==> config.mk <==
export PLATFORM = sky130hd
export DESIGN_NAME = spec_poison_tracker
export DESIGN_NICKNAME = d
export VERILOG_FILES = /design/src/rtl/ptrk_pkg.sv /design/src/rtl/ptrk_poison_file.sv /design/src/rtl/ptrk_repair_fsm.sv /design/src/rtl/spec_poison_tracker.sv
export SDC_FILE = /design/constraint.sdc
export NUM_CORES = 1
export LEC_CHECK = 0
export BUFFER_PORTS_ARGS = -buffer_cell sky130_fd_sc_hd__buf_2
export CORE_UTILIZATION = 30
export DETAILED_ROUTE_END_ITERATION = 8
export HOLD_SLACK_MARGIN = 0.08
export PLACE_DENSITY = 0.55
export SLEW_MARGIN = 20
export SYNTH_ARGS = -nofsm -noshare
export SYNTH_HDL_FRONTEND = slang
export SYNTH_SLANG_ARGS = --single-unit
==> constraint.sdc <==
create_clock -name clk -period 3.32 [get_ports clk]
set_input_delay 0.498 -clock clk [delete_from_list [all_inputs] [get_ports clk]]
set_output_delay 0.498 -clock clk [all_outputs]
set_load 0.1 [all_outputs]
==> src/rtl/ptrk_pkg.sv <==
package ptrk_pkg;
    typedef enum logic [1:0] {
        WK_ALU   = 2'b00,
        WK_LOAD  = 2'b01,
        WK_SPEC  = 2'b10,
        WK_NONE  = 2'b11
    } wr_kind_e;

    typedef enum logic {
        ST_RUN          = 1'b0,
        ST_AWAIT_REPAIR = 1'b1
    } rep_state_e;
endpackage

==> src/rtl/ptrk_poison_file.sv <==
module ptrk_poison_file #(
    parameter int NREGS = 64,
    localparam int REG_W = $clog2(NREGS)
) (
    input  logic             clk,
    input  logic             rst,
    input  logic             set_en,
    input  logic             clr_en,
    input  logic [REG_W-1:0] wr_idx,
    input  logic [REG_W-1:0] rd_idx,
    output logic             rd_bit
);
    logic [NREGS-1:0] bits_q;

    for (genvar i = 0; i < NREGS; i++) begin : g_bit
        if (i == 0) begin : g_zero
            // register 0 can never hold poison
            assign bits_q[i] = 1'b0;
        end else begin : g_live
            always_ff @(posedge clk) begin
                if (rst) begin
                    bits_q[i] <= 1'b0;
                end else if (wr_idx == REG_W'(i)) begin
                    if (set_en)      bits_q[i] <= 1'b1;
                    else if (clr_en) bits_q[i] <= 1'b0;
                end
            end
        end
    end

    // read port sees the value from before this cycle's update
    assign rd_bit = bits_q[rd_idx];
endmodule

==> src/rtl/ptrk_repair_fsm.sv <==
module ptrk_repair_fsm
    import ptrk_pkg::*;
#(
    parameter int NREGS      = 64,
    parameter int PC_W       = 32,
    parameter int INSN_BYTES = 4,
    localparam int REG_W = $clog2(NREGS)
) (
    input  logic             clk,
    input  logic             rst,
    input  logic             chk_valid,
    input  logic             chk_poisoned,
    input  logic [REG_W-1:0] chk_reg,
    input  logic [PC_W-1:0]  chk_target,
    input  logic [PC_W-1:0]  chk_pc,
    input  logic             load_done,
    input  logic             load_fault,
    input  logic [REG_W-1:0] load_reg,
    output logic             redir_valid,
    output logic [PC_W-1:0]  redir_target,
    output logic             resume_valid,
    output logic [PC_W-1:0]  resume_pc
);
    rep_state_e       state_q, state_d;
    logic [REG_W-1:0] rep_reg_q;
    logic [PC_W-1:0]  ret_pc_q;
    logic             hit, repaired;

    assign hit      = chk_valid && chk_poisoned;
    assign repaired = load_done && (load_reg == rep_reg_q);

    // state register
    always_ff @(posedge clk) begin
        if (rst) state_q <= ST_RUN;
        else     state_q <= state_d;
    end

    always_comb begin
        state_d = state_q;
        unique case (state_q)
            ST_RUN:          if (hit)      state_d = ST_AWAIT_REPAIR;
            ST_AWAIT_REPAIR: if (repaired) state_d = ST_RUN;
            default:                       state_d = ST_RUN;
        endcase
    end

    // outputs and repair context
    always_ff @(posedge clk) begin
        if (rst) begin
            redir_valid  <= 1'b0;
            redir_target <= '0;
            resume_valid <= 1'b0;
            resume_pc    <= '0;
            rep_reg_q    <= '0;
            ret_pc_q     <= '0;
        end else begin
            redir_valid  <= 1'b0;
            resume_valid <= 1'b0;
            unique case (state_q)
                ST_RUN: begin
                    if (hit) begin
                        redir_valid  <= 1'b1;
                        redir_target <= chk_target;
                        rep_reg_q    <= chk_reg;
                        ret_pc_q     <= chk_pc + PC_W'(INSN_BYTES);
                    end
                end
                ST_AWAIT_REPAIR: begin
                    if (repaired && !load_fault) begin
                        resume_valid <= 1'b1;
                        resume_pc    <= ret_pc_q;
                    end
                end
                default: ;
            endcase
        end
    end
endmodule

==> src/rtl/spec_poison_tracker.sv <==
module spec_poison_tracker
    import ptrk_pkg::*;
#(
    parameter int NREGS      = 64,
    parameter int PC_W       = 32,
    parameter int INSN_BYTES = 4,
    localparam int REG_W = $clog2(NREGS)
) (
    input  logic             clk,
    input  logic             rst,
    input  logic             wr_valid,
    input  logic [1:0]       wr_kind,
    input  logic [REG_W-1:0] wr_reg,
    input  logic             wr_fault,
    input  logic             chk_valid,
    input  logic [REG_W-1:0] chk_reg,
    input  logic [PC_W-1:0]  chk_target,
    input  logic [PC_W-1:0]  chk_pc,
    output logic             redir_valid,
    output logic [PC_W-1:0]  redir_target,
    output logic             resume_valid,
    output logic [PC_W-1:0]  resume_pc,
    output logic             exc_valid,
    output logic [REG_W-1:0] exc_reg
);
    wr_kind_e kind;
    logic     set_en, clr_en, poisoned, load_ok_or_bad;

    assign kind = wr_kind_e'(wr_kind);

    always_comb begin
        set_en = 1'b0;
        clr_en = 1'b0;
        if (wr_valid) begin
            unique case (kind)
                WK_SPEC: begin
                    set_en = wr_fault;
                    clr_en = !wr_fault;
                end
                WK_LOAD: clr_en = !wr_fault;
                WK_ALU:  clr_en = 1'b1;
                WK_NONE: ;
                default: ;
            endcase
        end
    end

    assign load_ok_or_bad = wr_valid && (kind == WK_LOAD);

    ptrk_poison_file #(.NREGS(NREGS)) u_file (
        .clk    (clk),
        .rst    (rst),
        .set_en (set_en),
        .clr_en (clr_en),
        .wr_idx (wr_reg),
        .rd_idx (chk_reg),
        .rd_bit (poisoned)
    );

    ptrk_repair_fsm #(
        .NREGS(NREGS), .PC_W(PC_W), .INSN_BYTES(INSN_BYTES)
    ) u_fsm (
        .clk          (clk),
        .rst          (rst),
        .chk_valid    (chk_valid),
        .chk_poisoned (poisoned),
        .chk_reg      (chk_reg),
        .chk_target   (chk_target),
        .chk_pc       (chk_pc),
        .load_done    (load_ok_or_bad),
        .load_fault   (wr_fault),
        .load_reg     (wr_reg),
        .redir_valid  (redir_valid),
        .redir_target (redir_target),
        .resume_valid (resume_valid),
        .resume_pc    (resume_pc)
    );

    // fault on a non-speculative load traps at once
    always_ff @(posedge clk) begin
        if (rst) begin
            exc_valid <= 1'b0;
            exc_reg   <= '0;
        end else begin
            exc_valid <= load_ok_or_bad && wr_fault;
            if (load_ok_or_bad && wr_fault) exc_reg <= wr_reg;
        end
    end
endmodule

-- Word level (Yosys, flattened, before mapping)
Index checks and enable logic that the tools add are counted.
- order comparisons: 1
- add/subtract/negate cells: 1
- eq/ne operators: 66
- multiplexer cells: 12
- bitwise gates (word level): 1
- reduce and logical (&&, ||, !) cells: 76
- operator list (operator ; count):
    6-bit equality test, second input constant ; 32
    2-bit AND reduction ; 65
    6-bit by 5-bit equality test with 1-bit output, second input constant ; 16
    6-bit by 4-bit equality test with 1-bit output, second input constant ; 8
    32-bit by 3-bit adder with 32-bit output, second input constant ; 1
    6-bit by 3-bit equality test with 1-bit output, second input constant ; 4
    6-bit by 2-bit equality test with 1-bit output, second input constant ; 2
    1-bit two-way mux ; 9
    6-bit by 7-bit less-than comparator with 1-bit output, second input constant ; 1
    1-bit binary-select mux with 6-bit select ; 1
    6-bit by 1-bit equality test with 1-bit output, second input constant ; 1
    6-bit equality test ; 1
    2-bit OR reduction ; 3
    1-bit logical AND ; 5
    1-bit case mux with 2 select lines ; 2
    2-bit by 1-bit equality test with 1-bit output, second input constant ; 1
    2-bit equality test, second input constant ; 1
    2-bit zero test ; 1
    2-bit nonzero test ; 1
    1-bit zero test ; 1
    1-bit NOT ; 1
- bits of input ports: 83
- register bits: 175
- word-level logic and storage cells: 229
- output and inout port bits: 73

-- Logic depth before layout (Yosys ltp)
Gate-level depths: netlist of run 1.
- depth after elaboration: 6
- depth in mapped cells: 9
- depth with buffers taken out: 7

-- Modules after synthesis
From an unflattened synthesis of run 1, not the netlist that was laid out.
- cells, all modules: 915
- area, all modules: 7985.2 um^2
- by module, submodules not included (module ; cells each ; area each (um^2) ; sequential area each (um^2) ; instances):
    ptrk_repair_fsm ; 525 ; 4347.9 ; 2102.0 ; 1
    ptrk_poison_file ; 350 ; 3241.9 ; 1261.2 ; 1
    spec_poison_tracker ; 40 ; 395.4 ; 140.1 ; 1

-- Least setup slack after synthesis of run 1
OpenSTA, ideal clock, no wires.
- kind: input to register
- start point: input port chk_reg[1]
- end point: register u_fsm.ret_pc_q[14]
- data required time: 3.199 ns
- stages on the path: 8
- data arrival time: 2.381 ns
- path buffers: 3
- setup time: 0.121 ns
- slack: 0.817 ns
- path through: buf_6 mux4_2 a221o_1 a21oi_1 a2bb2oi_1 buf_6 buf_6 mux2_4
- longest elaborated chain between the ends: 4
- ends and longest elaborated chain (item ; line ; RTL):
    start, declared ; spec_poison_tracker.sv:16 ; input logic [REG_W-1:0] chk_reg,
    1-bit binary-select mux with 6-bit select ; ptrk_poison_file.sv:32 ; assign rd_bit = bits_q[rd_idx];
    1-bit two-way mux (implied by the code) ; ptrk_poison_file.sv:32 ;
    1-bit logical AND ; ptrk_repair_fsm.sv:29 ; assign hit = chk_valid && chk_poisoned;
    2-bit AND reduction (no line) ; n/a ;
    end signal, assigned ; ptrk_repair_fsm.sv:65 ; ret_pc_q <= chk_pc + PC_W'(INSN_BYTES);
    end, declared ; ptrk_repair_fsm.sv:26 ; logic [PC_W-1:0] ret_pc_q;
No other way between the ends. The select of a mux whose other input is x is not followed.
A chain may end at the register's enable or synchronous reset.

-- Worst setup path after layout of run 1
- start point: input port chk_reg[1]
- end point: register u_fsm.redir_target[27]
- longest elaborated chain between the ends: 4
- ends and longest elaborated chain (item ; line ; RTL):
    1-bit binary-select mux with 6-bit select ; ptrk_poison_file.sv:32 ;
    1-bit two-way mux (implied by the code) ; ptrk_poison_file.sv:32 ;
    1-bit logical AND ; ptrk_repair_fsm.sv:29 ;
    2-bit AND reduction (no line) ; n/a ;
    end signal, assigned ; ptrk_repair_fsm.sv:63 ; redir_target <= chk_target;
    end, declared ; ptrk_repair_fsm.sv:20 ; output logic [PC_W-1:0] redir_target,
No other way between the ends. The select of a mux whose other input is x is not followed.

==> results of run 1 <==
[worst max-delay path: stages]
cell and delay, ns:
buf_2 0.26, buf_4 0.31, mux4_2 0.54, mux2i_1 0.15, a221o_1 0.25, a2bb2oi_4 0.19
buf_12 0.26, buf_12 0.21, mux2i_1 0.19
[stage by stage]
stage | instances | setup WS [ns]
after floorplan | 976 | 0.817
after global placement | 1436 | 0.364
after detailed placement | 1436 | 0.301
after CTS | 1468 | 0.755
after global routing | 1468 | 0.609
final | 1468 | 0.748
[cells in the final DEF (no fill, tap or decap), types with 4 or more instances in the layout]
cell type / count
nand3_1: 13
nand2_1: 197
buf_2: 154
a21oi_1: 100
nand2b_1: 4
clkbuf_16: 17
nor2_1: 21
buf_4: 28
inv_1: 10
nor3_1: 7
mux2_4: 4
xnor2_1: 11
clkinv_4: 4
o2111ai_1: 4
xor2_1: 9
a2111oi_2: 4
nand4_1: 70
and2_1: 4
o31ai_1: 63
and4_1: 7
o21ai_0: 15
ha_1: 5
mux2i_1: 75
o31a_1: 11
dfxtp_1: 175
mux4_2: 15
nor2b_1: 13
nor4_1: 17
[where the power goes]
part	switching [mW]	internal, mW	total, mW
registers	0.0223	2.14	2.17
logic	0.458	0.177	0.635
clock network	0.916	1.22	2.14
total	1.40	3.54	4.94
[how the worst max path moves through the flow]
| stage | endpoint | cells after the start |
|---|---|---|
| after global placement | u_fsm.redir_target[21] | 9 |
| final | u_fsm.redir_target[27] | 9 |
| after detailed placement | u_fsm.redir_target[19] | 9 |
| after floorplan | u_fsm.ret_pc_q[14] | 8 |
| after global routing | u_fsm.redir_target[29] | 9 |
| after CTS | u_fsm.redir_target[18] | 9 |
[logic make-up (layout without fill, tap and decap cells)]
| kind of cell | after synthesis | after routing | synth area share [%] |
|---|---|---|---|
| AO/OA/AOI/OAI | 207 | 207 | 15.5 |
| adder cells (fa/ha/maj) | 5 | 5 | 0.743 |
| XOR/XNOR | 20 | 20 | 2.08 |
| AND/OR/NAND/NOR | 364 | 364 | 20.5 |
| multiplexers | 97 | 97 | 14.0 |
| buffers and inverters | 108 | 228 | 5.54 |
| flip-flops | 175 | 175 | 41.6 |
[metal layers]
metal / part of all wire, % / vias to the layer above
met3: 5.1 / 20
met4: 0.97 / 0
met5: 0 / -
met2: 48 / 244
met1: 45 / 3617
li1: - / 3738
[area by class of cell]
class | instances | area (µm²)
multi-input combinational | 693 | 4500
inverter | 11 | 43.8
tap | 372 | 465
sequential | 175 | 3500
fill | 2804 | 17100
timing repair buffer | 185 | 1040
clock buffer | 19 | 443
clock inverter | 13 | 178
[Yosys cell counts (all sizes together), types with 2 or more instances]
library cell    n  share of area, %
o31a           11               1.1
mux2            7               1.1
nand4          70               5.2
and4            7              0.73
nand3          13              0.77
ha              5              0.74
buf            20               1.6
dfxtp         175                42
and2            5              0.37
mux4           15               4.0
a2111oi         4              0.48
nor2b          13              0.97
nor2           22              0.98
xnor2          11               1.1
o21a            2              0.18
a2bb2oi         2              0.21
or2             3              0.22
o21ai          15              0.89
clkbuf         77               3.4
mux2i          75               8.9
a21oi         100               5.9
inv            11              0.49
and3            2              0.15
nor4           17               1.3
nand2         197               8.8
nor3            7              0.42
nand2b          4              0.30
o2111ai         4              0.42
a221o           2              0.24
o31ai          63               5.6
xor2            9              0.94
==> run_results.csv, run 1 <==
group,metric,value,unit
grt,grt_util_met2,28.1,%
die,coreArea,27300,µm²
routing,viasPerCell,5.19,
sta,skew,0.0193,ns
grt,busiest_layer,"met2",
cells_and_area,regMostFlops,"u_file.bits_q",
sta,hold_viol_final,0,
grt,grt_pass1_wl,39000,µm
yosys,synthFlopType,"dfxtp_1",
power,power.total,4.94,mW
routing,num_vias,7619,
yosys,syn_area,8420,µm²
grt,grt_util_all_layers,17.1,%
clock_tree,cts_root_buf,"clkbuf_16",
cells_and_area,fin_util,37.3,%
grt,grt_antenna_before_repair,0,
grt,grt_max_degree,78,
routing,drt_pass1_iterations,6,
sta,tns,0,ns
routing,wire_per_inst,16.8,µm
outcome,run_status,"finished clean",
sta,whs,0.302,ns
yosys,synth_seq_cells,175,
routing,drt_wl_total,24700,µm
worst_setup_path,crit_required,3.68,ns
cells_and_area,layout-drive-gt1-share,22.8,%
cells_and_area,nets,1171,
sta,slew_headroom,29.5,%
sta,worst_pin_slew,1.05,ns
die,chipHeight,170,µm
clock_tree,insertion_delay,0.43,ns
cells_and_area,largest_reg_flops,63,
clock_tree,post_cts_buffers,0,
yosys,yosysUniqueCellTypes,45,
placed_design,routabilityCongestion,0.779,
worst_hold_path,hp-class,"input port to register",
power,vdd_drop_max,0.000299,V
cells_and_area,diodes,0,
die,initial_core_util,30.9,%
die,io-pin-count,156,
grt,gr-usage-met3,3.06,%
worst_setup_path,timing_worst_setup_path_type,"input port to register",
clock_tree,clkTransAtPathRegs,0.07,ns
cells_and_area,design_area,10200,µm²
clock_tree,cts-buffers-inserted,17,
sta,rsz0062_at_grt,"no",
sta,min_period,2.57,ns
yosys,yosysWarnings,0,
worst_setup_path,crit_path_end_kind,"register",
routing,ant_nets,0,
power,total_leakage_power,4.15,nW
grt,grt_remaining_overflow,0,
worst_hold_path,min-delay-start,"chk_target[1]",
placed_design,placed_cell_area,9550,µm²
die,dieArea,28800,µm²
yosys,synthCells,976,
clock_tree,cts_num_sinks,175,
power,p_per_area,486,nW/µm²
placed_design,portBuffers,155,
yosys,synth_nets,1064,
yosys,ys_async_sr_fraction,0,%
grt,grt_util_met1,23.2,%
worst_setup_path,path_max_fanout,33,
clock_tree,cts.path.max_buffers,2,
worst_hold_path,holdPathStages,3,
worst_setup_path,reg2reg_from,"u_file.bits_q[22]",
worst_setup_path,critPathLaunchType,"input port",
clock_tree,cts_tree,"yes",
grt,grt_pass1_vias,7086,
worst_setup_path,rrSetupSlack,0.96,ns
yosys,synth-seq-area-share,41.6,%
worst_setup_path,cp-startpoint,"chk_reg[1]",
routing,first_iter_violations,739,
worst_setup_path,arrival,2.93,ns
die,row_count,60,
sta,clock.fmax,389,MHz
worst_setup_path,r2r.worst_path.cells,7,
clock_tree,post_cts_resized,0,
clock_tree,htreeDepth,4,
yosys,synth_edf_count,0,
cells_and_area,areaGrowthSynthToFinish,20.8,%
routing,remaining_drc_errors,0,
placed_design,dp_hpwl,16200,µm
worst_setup_path,rr_endpoint,"u_fsm.redir_target[27]",
clock_tree,cts_hold_repair.buffers,0,
job,max_cap_viol_count,0,
die,die_w,170,µm
sta,finalSetupViolCount,0,
yosys,postSynthAreaPerCell,8.63,µm²
worst_hold_path,min_to,"u_fsm.redir_target[1]",
sta,slew_viol_final,0,
sta,finalCritPeriodShare,77.5,%
No activity file was read; power rests on OpenSTA's default activity.
==> inputs of run 2 (changes only) <==
Clock period 3.32 ns to 2.55 ns, I/O delays scaled along.
==> run_results.csv, run 2 (synthesis gave the netlist of run 1 again) <==
group,metric,value,unit
outcome,run_status,"finished clean",
placed_design,dp_slack,-0.0963,ns
worst_setup_path,critPathLaunchType,"register",
cells_and_area,layout_common_cells,"nand2_1 (197), dfxtp_1 (175), buf_2 (154), a21oi_1 (100), mux2i_1 (75)",
worst_setup_path,path_max_fanout,22,
placed_design,routabilityCongestion,0.813,
routing,wire_per_inst,16.7,µm
clock_tree,cts_num_sinks,175,
cells_and_area,layout_commonest_cell,"nand2_1",
grt,grt_util_met1,22.6,%
worst_setup_path,reg2reg_from,"u_file.bits_q[31]",
cells_and_area,areaGrowthSynthToFinish,21.9,%
cells_and_area,fillCellCount,2792,
die,chipHeight,170,µm
clock_tree,cts_tree,"yes",
worst_setup_path,crit_path_end_kind,"register",
sta,finalSetupViolCount,0,
worst_setup_path,crit_required,2.90,ns
cells_and_area,regMostFlops,"u_file.bits_q",
routing,drt_wl_total,24600,µm
die,initial_core_util,30.9,%
grt,grt_pass1_vias,7104,
worst_hold_path,hp-class,"input port to register",
cells_and_area,layout-drive-gt1-share,23.6,%
cells_and_area,diodes,0,
cells_and_area,largest_reg_flops,63,
power,p_per_area,613,nW/µm²
worst_setup_path,worst_path_max_delay_cell,"mux4_2",
grt,busiest_layer,"met2",
worst_setup_path,cp-startpoint,"u_file.bits_q[31]",
routing,first_iter_violations,619,
worst_setup_path,timing_worst_setup_path_type,"register to register",
cells_and_area,nets,1181,
routing,num_vias,7630,
placed_design,dp_hpwl,16100,µm
sta,min_period,2.22,ns
sta,slew_viol_final,0,
sta,whs,0.185,ns
sta,clock.fmax,450,MHz
die,coreArea,27300,µm²
die,row_count,60,
clock_tree,post_cts_buffers,0,
clock_tree,cts_hold_repair.buffers,0,
grt,grt_max_degree,117,
grt,gr-usage-met3,2.66,%
sta,hold_viol_final,0,
sta,rsz0062_at_grt,"no",
cells_and_area,fin_cells,1478,
die,dieArea,28800,µm²
placed_design,placed_cells,1446,
job,max_cap_viol_count,0,
clock_tree,htreeDepth,4,
routing,drt_pass1_iterations,5,
sta,slew_headroom,41.7,%
power,vdd_drop_max,0.000441,V
die,die_w,170,µm
worst_hold_path,min-delay-start,"chk_target[9]",
worst_setup_path,cp_cell_sequence,"mux4_2, mux2_2, a21oi_1, buf_4, a2bb2oi_4, buf_12, buf_12, mux2i_1",
clock_tree,cts-buffers-inserted,17,
clock_tree,cts_root_buf,"clkbuf_16",
sta,skew,0.0160,ns
grt,grt_antenna_before_repair,0,
grt,grt_util_all_layers,17.1,%
clock_tree,insertion_delay,0.43,ns
placed_design,portBuffers,155,
sta,finalWorstSetupSlack,0.326,ns
sta,tns,0,ns
clock_tree,clkTransAtPathRegs,0.08,ns
worst_setup_path,critPathMaxStageDelay,0.48,ns
worst_setup_path,cp_common_cell,"buf_12",
power,total_leakage_power,4.20,nW
routing,viasPerCell,5.16,
sta,finalCritPeriodShare,87.2,%
grt,grt_pass1_wl,38900,µm
routing,remaining_drc_errors,0,
grt,grt_remaining_overflow,0,
worst_setup_path,arrival,2.57,ns
clock_tree,post_cts_resized,0,
grt,grt_util_met2,28.5,%
sta,worst_pin_slew,0.874,ns
clock_tree,cts.path.max_buffers,2,
die,io-pin-count,156,
routing,ant_nets,0,
## run 2: changes by cell type in the layout (fill, tap and decap cells not counted)
cell / change
buf_12: +4
buf_4: +6
bufinv_16: -2
clkbuf_1: -1
clkbuf_8: -1
clkinv_2: +2
clkinv_4: -4
clkinv_8: +2
inv_6: +1
inv_8: +3
## run 2: layer usage
metal | vias up | wire length, µm
li1 | 3762 | -
met1 | 3614 | 11300
met2 | 235 | 11900
met3 | 19 | 1150
met4 | 0 | 302
met5 | - | 0
## run 2: per-stage QoR
step | power (mW) | util [%] | area, µm²
finish | 6.30 | 37.7 | 10300
global route | 6.57 | 37.7 | 10300
CTS | 6.38 | 37.7 | 10300
detailed placement | 3.73 | 35.5 | 9680
global placement | 3.72 | 35.5 | 9680
floorplan | 3.46 | - | 8420
## run 2: worst max-delay path: cells and delay by family (launching register included)
family,cells,cell delay (ns)
muxes,3,0.98
AOI/OAI and AO/OA,2,0.29
buffers and inverters,3,0.54
DFF,1,0.33
## run 2: final timing paths
check                            to  slack (ns)  depth (start not counted)
max          u_fsm.redir_target[23]        0.33                          8
min           u_fsm.redir_target[9]        0.18                          3
max reg2reg  u_fsm.redir_target[23]        0.33                          8
min reg2reg      u_fsm.resume_pc[0]        0.45                          2
## run 2: cell type report
type                            instances  area (µm²)  share of cell area, %
Multi-Input combinational cell        693        4500                   43.8
Tap cell                              372         465                   4.53
Clock buffer                           17         425                   4.14
Sequential cell                       175        3500                   34.1
Clock inverter                         15         168                   1.63
Timing Repair Buffer                  195        1170                   11.4
Inverter                               11        43.8                  0.426
## run 2: where the power goes
| group | internal (mW) | total, mW | switching [mW] |
|---|---|---|---|
| clock | 1.40 | 2.63 | 1.23 |
| combinational | 0.246 | 0.845 | 0.599 |
| sequential | 2.79 | 2.82 | 0.0300 |
| total | 4.43 | 6.30 | 1.86 |
